<file path="src/rtl/dma_evt_pkg.sv">
package dma_evt_pkg;

  // Register select codes on the write port
  typedef enum logic [2:0] {
    SEL_EVT_SET  = 3'd0,
    SEL_EN_SET   = 3'd1,
    SEL_EN_CLR   = 3'd2,
    SEL_IE_SET   = 3'd3,
    SEL_IE_CLR   = 3'd4,
    SEL_PEND_CLR = 3'd5,
    SEL_MISS_CLR = 3'd6
  } wr_sel_e;

endpackage

</file>
<file path="src/rtl/evt_latch.sv">
module evt_latch #(
  parameter int NUM_CH = 64
) (
  input  logic              clk,
  input  logic              rst_n,
  input  logic [NUM_CH-1:0] pin_n,
  input  logic [NUM_CH-1:0] sw_set,
  input  logic [NUM_CH-1:0] en_set,
  input  logic [NUM_CH-1:0] en_clr,
  input  logic [NUM_CH-1:0] miss_clr,
  input  logic [NUM_CH-1:0] grant_v,
  output logic [NUM_CH-1:0] evt_q,
  output logic [NUM_CH-1:0] force_q,
  output logic [NUM_CH-1:0] en_q,
  output logic [NUM_CH-1:0] miss_q
);

  logic [NUM_CH-1:0] pin_prev;
  // named internal events for checking
  logic [NUM_CH-1:0] edge_v;   // falling edges seen this cycle
  logic [NUM_CH-1:0] new_v;    // any new event source
  logic [NUM_CH-1:0] hit_v;    // new event on a still-latched bit

  assign edge_v = pin_prev & ~pin_n;
  assign new_v  = edge_v | sw_set;
  assign hit_v  = new_v & evt_q & ~grant_v;

  always_ff @(posedge clk or negedge rst_n) begin
    if (!rst_n) begin
      pin_prev <= '1;
      evt_q    <= '0;
      force_q  <= '0;
      en_q     <= '0;
      miss_q   <= '0;
    end else begin
      pin_prev <= pin_n;
      evt_q    <= (evt_q & ~grant_v) | new_v;
      force_q  <= (force_q & ~grant_v) | sw_set;
      en_q     <= (en_q | en_set) & ~en_clr;
      miss_q   <= (miss_q & ~miss_clr) | hit_v;
    end
  end

  // every detected edge or software set shows up in the event register
  assert_edge_latched_R2: assert property (@(posedge clk) disable iff (!rst_n)
    1'b1 |=> ((evt_q & $past(new_v)) == $past(new_v)));

  // a collision leaves the miss flag set
  assert_miss_sticky_R7: assert property (@(posedge clk) disable iff (!rst_n)
    1'b1 |=> ((miss_q & $past(hit_v)) == $past(hit_v)));

  // a miss flag only drops after a miss-clear write
  assert_miss_clear_R7: assert property (@(posedge clk) disable iff (!rst_n)
    (|($past(miss_q) & ~miss_q)) |-> $past(|miss_clr));

endmodule

</file>
<file path="src/rtl/evt_arbiter.sv">
module evt_arbiter #(
  parameter int NUM_CH = 64
) (
  input  logic                      clk,
  input  logic                      rst_n,
  input  logic [NUM_CH-1:0]         evt_q,
  input  logic [NUM_CH-1:0]         force_q,
  input  logic [NUM_CH-1:0]         en_q,
  output logic [NUM_CH-1:0]         grant_v,
  output logic                      req_valid,
  output logic [$clog2(NUM_CH)-1:0] req_ch
);

  localparam int CH_W = $clog2(NUM_CH);
  localparam logic [NUM_CH-1:0] ONE = NUM_CH'(1);

  // lowest set bit: {found, index}
  function automatic logic [CH_W:0] pick_lowest(input logic [NUM_CH-1:0] v);
    logic [CH_W:0] r;
    r = '0;
    for (int i = NUM_CH - 1; i >= 0; i--) begin
      if (v[i]) r = {1'b1, CH_W'(i)};
    end
    return r;
  endfunction

  logic [NUM_CH-1:0] elig_v;
  logic [CH_W:0]     pick;

  assign elig_v  = evt_q & (en_q | force_q);
  assign pick    = pick_lowest(elig_v);
  assign grant_v = pick[CH_W] ? (ONE << pick[CH_W-1:0]) : '0;

  always_ff @(posedge clk or negedge rst_n) begin
    if (!rst_n) begin
      req_valid <= 1'b0;
      req_ch    <= '0;
    end else begin
      req_valid <= pick[CH_W];
      req_ch    <= pick[CH_W-1:0];
    end
  end

  // a requested channel was enabled-or-forced and latched
  assert_grant_eligible_R3: assert property (@(posedge clk) disable iff (!rst_n)
    req_valid |-> ((($past(elig_v) >> req_ch) & ONE) != '0));

  // no lower channel was waiting when this one was picked
  assert_lowest_first_R6: assert property (@(posedge clk) disable iff (!rst_n)
    req_valid |-> (($past(elig_v) & ((ONE << req_ch) - ONE)) == '0));

  // the granted bit is gone from the event register unless re-armed
  assert_grant_clears_R5: assert property (@(posedge clk) disable iff (!rst_n)
    req_valid |-> (!evt_q[req_ch] || $past(req_valid)));

endmodule

</file>
<file path="src/rtl/cmp_irq.sv">
module cmp_irq #(
  parameter int CODE_W = 6
) (
  input  logic                   clk,
  input  logic                   rst_n,
  input  logic                   cmp_valid,
  input  logic [CODE_W-1:0]      cmp_code,
  input  logic                   cmp_int,
  input  logic [(1<<CODE_W)-1:0] ie_set,
  input  logic [(1<<CODE_W)-1:0] ie_clr,
  input  logic [(1<<CODE_W)-1:0] pend_clr,
  output logic [(1<<CODE_W)-1:0] pend_q,
  output logic [(1<<CODE_W)-1:0] ie_q,
  output logic                   irq_out
);

  localparam int NUM_CODE = 1 << CODE_W;
  localparam logic [NUM_CODE-1:0] ONE = NUM_CODE'(1);

  logic [NUM_CODE-1:0] post_v;   // bit posted by this cycle's report

  assign post_v  = (cmp_valid && cmp_int) ? (ONE << cmp_code) : '0;
  assign irq_out = |(pend_q & ie_q);

  always_ff @(posedge clk or negedge rst_n) begin
    if (!rst_n) begin
      pend_q <= '0;
      ie_q   <= '0;
    end else begin
      pend_q <= (pend_q & ~pend_clr) | post_v;
      ie_q   <= (ie_q | ie_set) & ~ie_clr;
    end
  end

  // a report that asks for an interrupt leaves its code pending
  assert_code_posted_R8: assert property (@(posedge clk) disable iff (!rst_n)
    (cmp_valid && cmp_int) |=> pend_q[$past(cmp_code)]);

  // pending bits fall only after a pending-clear write
  assert_pend_w1c_R10: assert property (@(posedge clk) disable iff (!rst_n)
    (|($past(pend_q) & ~pend_q)) |-> $past(|pend_clr));

  // the line rises only after a posting or an enable write
  assert_irq_cause_R9: assert property (@(posedge clk) disable iff (!rst_n)
    $rose(irq_out) |-> ($past(cmp_valid && cmp_int) || $past(|ie_set)));

endmodule

</file>
<file path="src/rtl/dma_event_front.sv">
module dma_event_front #(
  parameter int NUM_CH = 64,
  parameter int WORD_W = 32,
  parameter int CODE_W = 6
) (
  input  logic                          clk,
  input  logic                          rst_n,
  input  logic [NUM_CH-1:0]             ext_evt_n,
  input  logic                          wr_en,
  input  logic [2:0]                    wr_sel,
  input  logic                          wr_word,
  input  logic [WORD_W-1:0]             wr_data,
  input  logic                          cmp_valid,
  input  logic [CODE_W-1:0]             cmp_code,
  input  logic                          cmp_int,
  output logic                          req_valid,
  output logic [$clog2(NUM_CH)-1:0]     req_ch,
  output logic [NUM_CH-1:0]             evt_latched,
  output logic [NUM_CH-1:0]             evt_miss,
  output logic [NUM_CH-1:0]             chan_en,
  output logic [(1<<CODE_W)-1:0]        irq_en,
  output logic [(1<<CODE_W)-1:0]        irq_pend,
  output logic                          irq_out
);

  import dma_evt_pkg::*;

  localparam int NUM_CODE = 1 << CODE_W;
  localparam int CH_WORDS = NUM_CH / WORD_W;
  localparam int CD_WORDS = NUM_CODE / WORD_W;

  logic [NUM_CH-1:0]   ch_mask;
  logic [NUM_CODE-1:0] cd_mask;

  // spread the written word into the full-width masks
  for (genvar w = 0; w < CH_WORDS; w++) begin : g_ch_word
    assign ch_mask[w*WORD_W +: WORD_W] = (wr_word == 1'(w)) ? wr_data : '0;
  end
  for (genvar w = 0; w < CD_WORDS; w++) begin : g_cd_word
    assign cd_mask[w*WORD_W +: WORD_W] = (wr_word == 1'(w)) ? wr_data : '0;
  end

  logic [NUM_CH-1:0]   sw_set, en_set, en_clr, miss_clr, grant_v, force_q;
  logic [NUM_CODE-1:0] ie_set, ie_clr, pend_clr;

  assign sw_set   = (wr_en && wr_sel == SEL_EVT_SET)  ? ch_mask : '0;
  assign en_set   = (wr_en && wr_sel == SEL_EN_SET)   ? ch_mask : '0;
  assign en_clr   = (wr_en && wr_sel == SEL_EN_CLR)   ? ch_mask : '0;
  assign miss_clr = (wr_en && wr_sel == SEL_MISS_CLR) ? ch_mask : '0;
  assign ie_set   = (wr_en && wr_sel == SEL_IE_SET)   ? cd_mask : '0;
  assign ie_clr   = (wr_en && wr_sel == SEL_IE_CLR)   ? cd_mask : '0;
  assign pend_clr = (wr_en && wr_sel == SEL_PEND_CLR) ? cd_mask : '0;

  evt_latch #(.NUM_CH(NUM_CH)) u_latch (
    .clk      (clk),
    .rst_n    (rst_n),
    .pin_n    (ext_evt_n),
    .sw_set   (sw_set),
    .en_set   (en_set),
    .en_clr   (en_clr),
    .miss_clr (miss_clr),
    .grant_v  (grant_v),
    .evt_q    (evt_latched),
    .force_q  (force_q),
    .en_q     (chan_en),
    .miss_q   (evt_miss)
  );

  evt_arbiter #(.NUM_CH(NUM_CH)) u_arb (
    .clk       (clk),
    .rst_n     (rst_n),
    .evt_q     (evt_latched),
    .force_q   (force_q),
    .en_q      (chan_en),
    .grant_v   (grant_v),
    .req_valid (req_valid),
    .req_ch    (req_ch)
  );

  cmp_irq #(.CODE_W(CODE_W)) u_irq (
    .clk       (clk),
    .rst_n     (rst_n),
    .cmp_valid (cmp_valid),
    .cmp_code  (cmp_code),
    .cmp_int   (cmp_int),
    .ie_set    (ie_set),
    .ie_clr    (ie_clr),
    .pend_clr  (pend_clr),
    .pend_q    (irq_pend),
    .ie_q      (irq_en),
    .irq_out   (irq_out)
  );

  // one write touches only the selected register
  assert_single_target_R11: assert property (@(posedge clk) disable iff (!rst_n)
    (wr_en && wr_sel != SEL_EN_SET && wr_sel != SEL_EN_CLR) |=> $stable(chan_en));

endmodule

</file>
<file path="config.mk">
export PLATFORM = sky130hd
export DESIGN_NAME = dma_event_front
export DESIGN_NICKNAME = d
export VERILOG_FILES = /design/src/rtl/dma_evt_pkg.sv /design/src/rtl/evt_latch.sv /design/src/rtl/evt_arbiter.sv /design/src/rtl/cmp_irq.sv /design/src/rtl/dma_event_front.sv
export SDC_FILE = /design/constraint.sdc
export NUM_CORES = 1
export LEC_CHECK = 0
export BUFFER_PORTS_ARGS = -buffer_cell sky130_fd_sc_hd__buf_2
export CAP_MARGIN = 30
export CORE_MARGIN = 1.5
export CORE_UTILIZATION = 59
export CTS_CLUSTER_DIAMETER = 100
export DETAILED_ROUTE_END_ITERATION = 12
export GPL_ROUTABILITY_DRIVEN = 0
export GPL_TIMING_DRIVEN = 0
export PLACE_DENSITY_LB_ADDON = 0.05
export SETUP_SLACK_MARGIN = 0.3
export SLEW_MARGIN = 20
export SYNTH_ARGS = -nofsm -noshare
export SYNTH_HDL_FRONTEND = slang
export SYNTH_HIERARCHICAL = 1
export SYNTH_SLANG_ARGS = --single-unit
</file>
<file path="constraint.sdc">
create_clock -name clk -period 4.65 [get_ports clk]
set_clock_uncertainty 0.1 [all_clocks]
set_input_delay 0.465 -clock clk [delete_from_list [all_inputs] [get_ports clk]]
set_output_delay 0.465 -clock clk [all_outputs]
set_load 0.005 [all_outputs]
</file>
After elaboration in Yosys (flattened, before gate mapping):

Index checks and enable logic that the tools add are counted.

* mux-type cells: 75
* shift-type cells: 2
* reduce and logical (&&, ||, !) cells: 10
* equality and inequality tests: 6
* bitwise gates (word level): 25

Operators with widths (number)
* bitwise AND 64 bit: 11
* 2-to-1 mux 64 bit: 9
* bitwise OR 64 bit: 8
* 2-to-1 mux 7 bit: 64
* NOT 64 bit: 6
* << shifter 1 x 6 -> 64 bit, first input constant: 2
* 2-to-1 mux 32 bit: 2
* OR reduction 64 bit: 1
* == test 3 bit, second input constant: 3
* logical AND 1 bit: 8
* == test 3 x 2 -> 1 bit, second input constant: 2
* == test 3 x 1 -> 1 bit, second input constant: 1
* zero test 3 bit: 1

* flip-flop bits (word level): 455
* logic and storage cells: 127

Longest topological paths before layout:

Gate-level depths: netlist (run 1).

* word-level depth: 71
* mapped depth: 13
* mapped depth without buffers: 12

Modules after synthesis:

The synthesis (run 1) kept the hierarchy.

Modules (own cells, without submodules)
* evt_latch: cells each 960, area an instance 11210.8 µm², times used 1
* cmp_irq: cells each 454, area an instance 4840.9 µm², times used 1
* dma_event_front: cells each 617, area an instance 3216.8 µm², times used 1
* evt_arbiter: cells each 323, area an instance 2018.2 µm², times used 1

Worst setup path after synthesis (run 1):

Ideal clock, no wire load.

* kind: register -> register
* from: reg u_latch.en_q[18]
* to: reg u_latch.force_q[62]
* path buffers: 0
* data arrival time: 2.402 ns
* library setup time: 0.118 ns
* cell stages (with the launch flop): 12
* period minus slack after synthesis: 2.620 ns
* slack: 2.030 ns
* cell sequence: dfrtp_1 > o21ai_2 > nand4_1 > or3_4 > or4_4 > o22ai_2 > o21ai_4 > clkinv_8 > nand3_2 > nor3_2 > inv_1 > a21o_1

* longest elaborated chain between the ends: 26

Ends and longest elaborated chain
* from (decl): RTL line evt_latch.sv:14 `output logic [NUM_CH-1:0] en_q,`
* from (signal assigned): RTL line evt_latch.sv:39 `en_q <= (en_q | en_set) & ~en_clr;`
* bitwise OR 64 bit: RTL line evt_arbiter.sv:30 `assign elig_v = evt_q & (en_q | force_q);`
* bitwise AND 64 bit: RTL line evt_arbiter.sv:30
* 2-to-1 mux 7 bit (19 in series): RTL line evt_arbiter.sv:22 `if (v[i]) r = {1'b1, CH_W'(i)};`
* named net u_arb.pick[3]: RTL line evt_arbiter.sv:28 `logic [CH_W:0] pick;`
* << shifter 1 x 6 -> 64 bit: RTL line evt_arbiter.sv:32 `assign grant_v = pick[CH_W] ? (ONE << pick[CH_W-1:0]) : '0;`
* 2-to-1 mux 64 bit: RTL line evt_arbiter.sv:32
* named net grant_v[62]: RTL line dma_event_front.sv:43 `logic [NUM_CH-1:0] sw_set, en_set, en_clr, miss_clr, grant_v, force_q;`
* NOT 64 bit: RTL line evt_latch.sv:38 `force_q <= (force_q & ~grant_v) | sw_set;`
* bitwise AND 64 bit: RTL line evt_latch.sv:38
* bitwise OR 64 bit: RTL line evt_latch.sv:38
* to (signal assigned): RTL line evt_latch.sv:38
* to (decl): RTL line evt_latch.sv:13 `output logic [NUM_CH-1:0] force_q,`

The timed path passes the listed nets, and every way through them passes these cells.

Final worst setup path (run 1):

* from: reg u_latch.en_q[52]
* to: reg u_latch.miss_q[59]

* longest elaborated chain between the ends: 60

Ends and longest elaborated chain
* bitwise OR 64 bit *: RTL line evt_arbiter.sv:30
* bitwise AND 64 bit *: RTL line evt_arbiter.sv:30
* 2-to-1 mux 7 bit * (53 in series): RTL line evt_arbiter.sv:22
* << shifter 1 x 6 -> 64 bit: RTL line evt_arbiter.sv:32
* 2-to-1 mux 64 bit *: RTL line evt_arbiter.sv:32
* named net grant_v[59]: RTL line dma_event_front.sv:43
* NOT 64 bit *: RTL line evt_latch.sv:26 `assign hit_v = new_v & evt_q & ~grant_v;`
* bitwise AND 64 bit *: RTL line evt_latch.sv:26
* bitwise OR 64 bit *: RTL line evt_latch.sv:40 `miss_q <= (miss_q & ~miss_clr) | hit_v;`
* to (signal assigned): RTL line evt_latch.sv:40
* to (decl): RTL line evt_latch.sv:15 `output logic [NUM_CH-1:0] miss_q`

Mark *: on every way through the listed nets, which the timed path passes. The rest lies on a longest branch.

==> flow_summary.yaml, run 1 <==
run_status:
  status: "finished, final reports clean"
yosys:
  syn-instance-count: 2354
  ys_seq_area_share_pct: 53.86
  synth_area_leaders: "dfrtp_1, nor2_1, dfstp_2, and3_1, inv_1"
  synth_edf_count: 0
  ys_async_sr_fraction_pct: 100.0
  synthMostInstantiatedCell: "nor2_1"
  synth_top_area_share_pct: 45.96
  synthDistinctLibCells: 64
  syn_area_mm2: 0.02129
  synth_ff_type: "dfrtp_1"
  syn_avg_cell_area_um2: 9.043
  yosysTopAreaCell: "dfrtp_1"
  synth-seq-cells: 455
  syn_nets: 2465
  synth_commonest_cells: "nor2_1, dfrtp_1, inv_1"
  ys_warn_count: 6
critical_path:
  required_ps: 5020
  arrival_ps: 4690
  path_max_fanout: 10
  path_class: "register to register"
  startpoint_type: "register"
  end_kind: "register"
global_routing:
  antenna_found_initial: 11
  grt_first_pass_wirelength_um: 124200
  grt-ovfl-total: 0
  first_global_vias: 20205
  grt_max_degree: 102
  grt_use_total_pct: 46.16
power_and_ir_drop:
  power.density_mw_per_mm2: 465.7
  total_power_mw: 12.29
  leakagePower_nw: 13.16
  ir_worst_vdd_v: 0.0004598
placed_design:
  preCtsSetupSlack_ps: 395.8
  port-buffer-count: 437
  post-dp-hpwl_um: 63960
detailed_routing:
  detail_route.first_pass.iterations: 9
  drt-total-wl_um: 87660
  drtIter0Drc: 2761
  drt-wirelength-per-cell_um: 25.61
  drc_errors: 0
  drt-vias-per-instance: 6.264
  num_vias: 21442
  antenna_left: 0
floorplanning:
  fp.dieH_um: 192.9
  die_area_mm2: 0.03723
  ios: 439
  row_count: 69
  start_util_pct: 59.85
  die_w_um: 192.9
  core-area_mm2: 0.03557
worst_hold_path:
  hold_class: "input pin to register"
timing:
  grt_setup_unrepaired: "false"
  fmax_mhz: 231.5
  slew_headroom_pct: 27.72
  worst_slew_pin_slew_ps: 1080
  setup_viol: 0
  layout_min_cycle_time_ps: 4320
  finalCritPeriodShare_pct: 92.90
  finalHoldViolations: 0
  drv_slew: 0
  fin_ws_ps: 330.1
cts:
  cts_sinks: 455
  cts_setup_buffers: 0
  cts_buffers: 47
  ctsHtreeMaxLevel: 2
  cts-root-buf: "clkbuf_16"
  clk_pin_slew_ps: 60
  clk-insertion-delay-late_ps: 590
  cts_tree: "built"
  cts.path.max_buffers: 3
flow_run:
  maxCapViolations: 0
final_layout:
  area_growth_pct: 23.95
  drive_gt1_share_pct: 24.38
  final_nets: 3026
==> area by class of cell <==
class / count / area, um^2
buffer: 100 / 454.2
inverter: 262 / 996.0
clock buffer: 75 / 1404
timing repair buffer: 512 / 3022
multi-input combinational: 1537 / 8377
clock inverter: 12 / 66.31
sequential: 455 / 11470
tap: 461 / 576.8
antenna: 9 / 22.52
fill: 2709 / 9185
==> power breakdown <==
part,internal (mW),switching (mW)
Combinational,1.11,2.20
Sequential,4.63,0.677
Clock,2.07,1.61
==> path summary, 6_finish.rpt <==
kind,from,endpoint,slack (ps),cells after the start
setup / recovery,u_latch/en_q[52]$_DFF_PN0_,u_latch/miss_q[59]$_DFF_PN0_,330,11
min in group asynchronous,rst_n,u_latch/miss_q[54]$_DFF_PN0_,320,2
hold / removal,wr_data[31],u_latch/en_q[31]$_DFF_PN0_,190,3
hold reg to reg,u_latch/force_q[36]$_DFF_PN0_,u_latch/force_q[36]$_DFF_PN0_,380,1
max in group asynchronous,rst_n,u_latch/pin_prev[36]$_DFF_PN1_,2890,4
setup reg to reg,u_latch/en_q[52]$_DFF_PN0_,u_latch/miss_q[59]$_DFF_PN0_,330,11
==> logic make-up after synthesis <==
group	after synthesis	share of synthesized area [%]
AO/OA/AOI/OAI	417	13.99
flip-flops	455	53.86
buffers and inverters	362	6.812
AND/OR/NAND/NOR	1120	25.33
==> per-layer routing <==
layer / global-route usage, % / up-vias / routed length, um
li1: - / 9038 / -
met1: 57.02 / 10198 / 30110
met2: 68.00 / 1768 / 37440
met3: 15.76 / 428 / 12820
met4: 32.93 / 10 / 7213
met5: 0 / - / 65
==> registers in the layout, summed over array words and instances (netlist names) <==
signal	cells
u_irq/ie_q	64
u_irq/pend_q	64
u_latch/en_q	64
u_latch/evt_q	64
u_latch/force_q	64
u_latch/miss_q	64
u_latch/pin_prev	64
u_arb/req_ch	6
u_arb/req_valid	1
==> through the flow <==
stage                     utilization, %  hold WS [ps]  TNS (ps)  std cells  cell area [um^2]
final                              74.18         185.6         0       3423             26380
after global routing               74.15         186.4         0       3419             26370
after CTS                          74.07         162.7         0       3413             26350
after detailed placement           68.11         331.0         0       3261             24230
after global placement             67.62         355.4  -2493180       3252             24050
after floorplan                        -         69.41         0       2354             21290
==> cells in the final DEF, fill, tap and decap left out, drive strengths merged, types with 7 or more instances in the layout <==
cell type    count
nand2          173
clkinv          12
a221oi          16
dlygate4sd3     65
o22ai          129
o21ai           79
dfstp           64
nor3            23
and2             7
nor2           577
nand2b          10
diode            9
a21oi           73
a21o            67
o21a            10
nand4b          67
nand4           20
clkbuf         141
dfrtp          391
buf            481
inv            262
nand3           33
a22o            17
and3           187
==> critical path, cell delays in order (launching register included) <==
cell	delay, ps
dfrtp_1	430
o21ai_0	540
o211ai_1	410
a2111oi_2	640
o2111ai_1	230
nand2_1	150
nand3_1	750
buf_6	490
nor2_1	190
inv_1	90
nand2_1	90
o22ai_1	80
==> what timing repair did <==
action / 4_1_cts / 5_1_grt
setup endpoints to repair: 0 / 43
gates resized for setup: 0 / 3
endpoints found under the hold margin: 105 / 0
hold buffers: 65 / 0
(Power assumes the default switching activity.)
==> inputs of run 2 (changes only) <==
--- a/config.mk
+++ b/config.mk
@@ -14,6 +14,7 @@
 export GPL_ROUTABILITY_DRIVEN = 0
 export GPL_TIMING_DRIVEN = 0
 export PLACE_DENSITY_LB_ADDON = 0.05
+export REMOVE_ABC_BUFFERS = 1
 export SETUP_SLACK_MARGIN = 0.3
 export SLEW_MARGIN = 20
 export SYNTH_ARGS = -nofsm -noshare
==> flow_summary.yaml, run 2 (same netlist as run 1, synthesis figures left out) <==
run_status:
  status: "finished, final reports clean"
cts:
  clk_pin_slew_ps: 60
  cts-root-buf: "clkbuf_16"
  cts_buffers: 48
  cts.path.max_buffers: 3
  cts_sinks: 455
  ctsHtreeMaxLevel: 2
  cts_tree: "built"
  clk-insertion-delay-late_ps: 600
detailed_routing:
  antenna_left: 0
  drt-wirelength-per-cell_um: 24.38
  detail_route.first_pass.iterations: 7
  drtIter0Drc: 2512
  drc_errors: 0
  drt-vias-per-instance: 6.199
  drt-total-wl_um: 81550
  num_vias: 20736
power_and_ir_drop:
  power.density_mw_per_mm2: 468.6
  p_sw_mw: 4.374
  swShare_pct: 35.04
  power_frac_comb_pct: 25.3
  p_seq_share_pct: 42.6
  power_frac_clock_pct: 32.1
  leakagePower_nw: 13.28
  total_power_mw: 12.48
  ir_worst_vdd_v: 0.0003361
  p_int_mw: 8.108
floorplanning:
  start_util_pct: 59.85
  core-area_mm2: 0.03557
  die_w_um: 192.9
  row_count: 69
  fp.dieH_um: 192.9
  ios: 439
  die_area_mm2: 0.03723
critical_path:
  crit_chain: "o21ai_0 > nand3_1 > a21o_1 > a2111oi_2 > o211ai_1 > nand2_2 > o31a_1 > buf_8 > nor2_1 > inv_1 > nand2_1 > o22ai_1"
  end_kind: "register"
  startpoint_type: "register"
  path_max_fanout: 17
  required_ps: 5060
  path_class: "register to register"
  reg2reg_depth: 12
  critPathSlowestCell: "o31a_1"
  arrival_ps: 4690
  cpPeakStageDelay_ps: 650
timing:
  grt_setup_unrepaired: "false"
  setup_viol: 0
  finalHoldViolations: 0
  finalCritPeriodShare_pct: 92.07
  fin_ws_ps: 368.8
  layout_min_cycle_time_ps: 4281
  slew_headroom_pct: 24.28
  drv_slew: 0
  fmax_mhz: 233.6
  worst_slew_pin_slew_ps: 1133
  tns_ps: 0
flow_run:
  maxCapViolations: 0
final_layout:
  final_nets: 2953
  seq_area_mm2: 0.01147
  mostFrequentLayoutCell: "nor2_1"
  multi_input_area_mm2: 0.008444
  final_cell_mix: "nor2_1, buf_2, dfrtp_1"
  area_growth_pct: 25.12
  final.fill_count: 2657
  drive_gt1_share_pct: 25.39
  final_area_mm2: 0.02663
global_routing:
  first_global_vias: 19425
  grt-ovfl-total: 0
  grt_max_degree: 99
  grt_use_total_pct: 43.22
  grt_first_pass_wirelength_um: 117900
  antenna_found_initial: 8
placed_design:
  post-dp-hpwl_um: 57780
  preCtsSetupSlack_ps: 613.0
  placed_area_mm2: 0.02433
  port-buffer-count: 438
worst_hold_path:
  hold_class: "input pin to register"
  min_path_cells: 3
run 2: layout make-up:
class	instances	area share, %
clock buffer	74	5.482
tap	461	2.166
sequential	455	43.05
inverter	262	3.739
antenna	5	0.04698
multi-input combinational	1537	31.70
clock inverter	13	0.6295
timing repair buffer	538	13.18
run 2: metrics by stage:
stage | instances | hold WS [ps] | util [%]
6_report | 3345 | 160.2 | 74.88
4_1_cts | 3338 | 145.8 | 74.80
2_1_floorplan | 2254 | 69.41 | -
3_3_place_gp | 3153 | 355.9 | 66.35
3_5_place_dp | 3186 | 308.1 | 68.40
5_1_grt | 3342 | 182.1 | 74.86
run 2: worst paths after layout:
kind	slack, ps	startpoint	to
worst max-delay path	370	u_latch/en_q[42]$_DFF_PN0_	u_latch/miss_q[52]$_DFF_PN0_
worst min-delay path	160	wr_data[9]	u_latch/en_q[41]$_DFF_PN0_
worst max register to register	370	u_latch/en_q[42]$_DFF_PN0_	u_latch/miss_q[52]$_DFF_PN0_
worst min register to register	370	u_latch/force_q[30]$_DFF_PN0_	u_latch/force_q[30]$_DFF_PN0_
max in group asynchronous	2610	rst_n	u_latch/pin_prev[37]$_DFF_PN1_
min in group asynchronous	270	rst_n	u_latch/miss_q[24]$_DFF_PN0_
run 2: worst max-delay path, delay by kind of cell, from the launching register on:
family | cells | cell delay [ps]
flip-flops | 1 | 420
AND/OR/NAND/NOR | 4 | 920
buffers and inverters | 2 | 330
AO/OA/AOI/OAI | 6 | 2410
run 2: power by group through the flow:
| stage | logic [mW] | clock network (mW) | registers (mW) |
|---|---|---|---|
| 4_1_cts | 3.05 | 4.02 | 5.28 |
| 3_3_place_gp | 2.80 | 0 | 5.32 |
| 6_report | 3.16 | 4.01 | 5.31 |
| 2_1_floorplan | 1.31 | 0 | 5.14 |
| 3_5_place_dp | 2.99 | 0 | 5.34 |
| 5_1_grt | 3.32 | 4.17 | 5.36 |
run 2: timing repair:
action / CTS / global route
resized for setup: 0 / 1
setup endpoints to repair: 0 / 1
hold buffers: 65 / 0
endpoints found under the hold margin: 111 / 0
setup buffers: 0 / 0
run 2: layer usage:
layer  wire length [um]  part of all wire, %  up-vias  track usage (%)
met3              11640                   14      317            13.77
met4               5004                  6.1        4            23.49
met1              29570                   36     9963            55.95
li1                   -                    -     8909                -
met2              35300                   43     1543            64.92
met5                 24                0.029        -                0
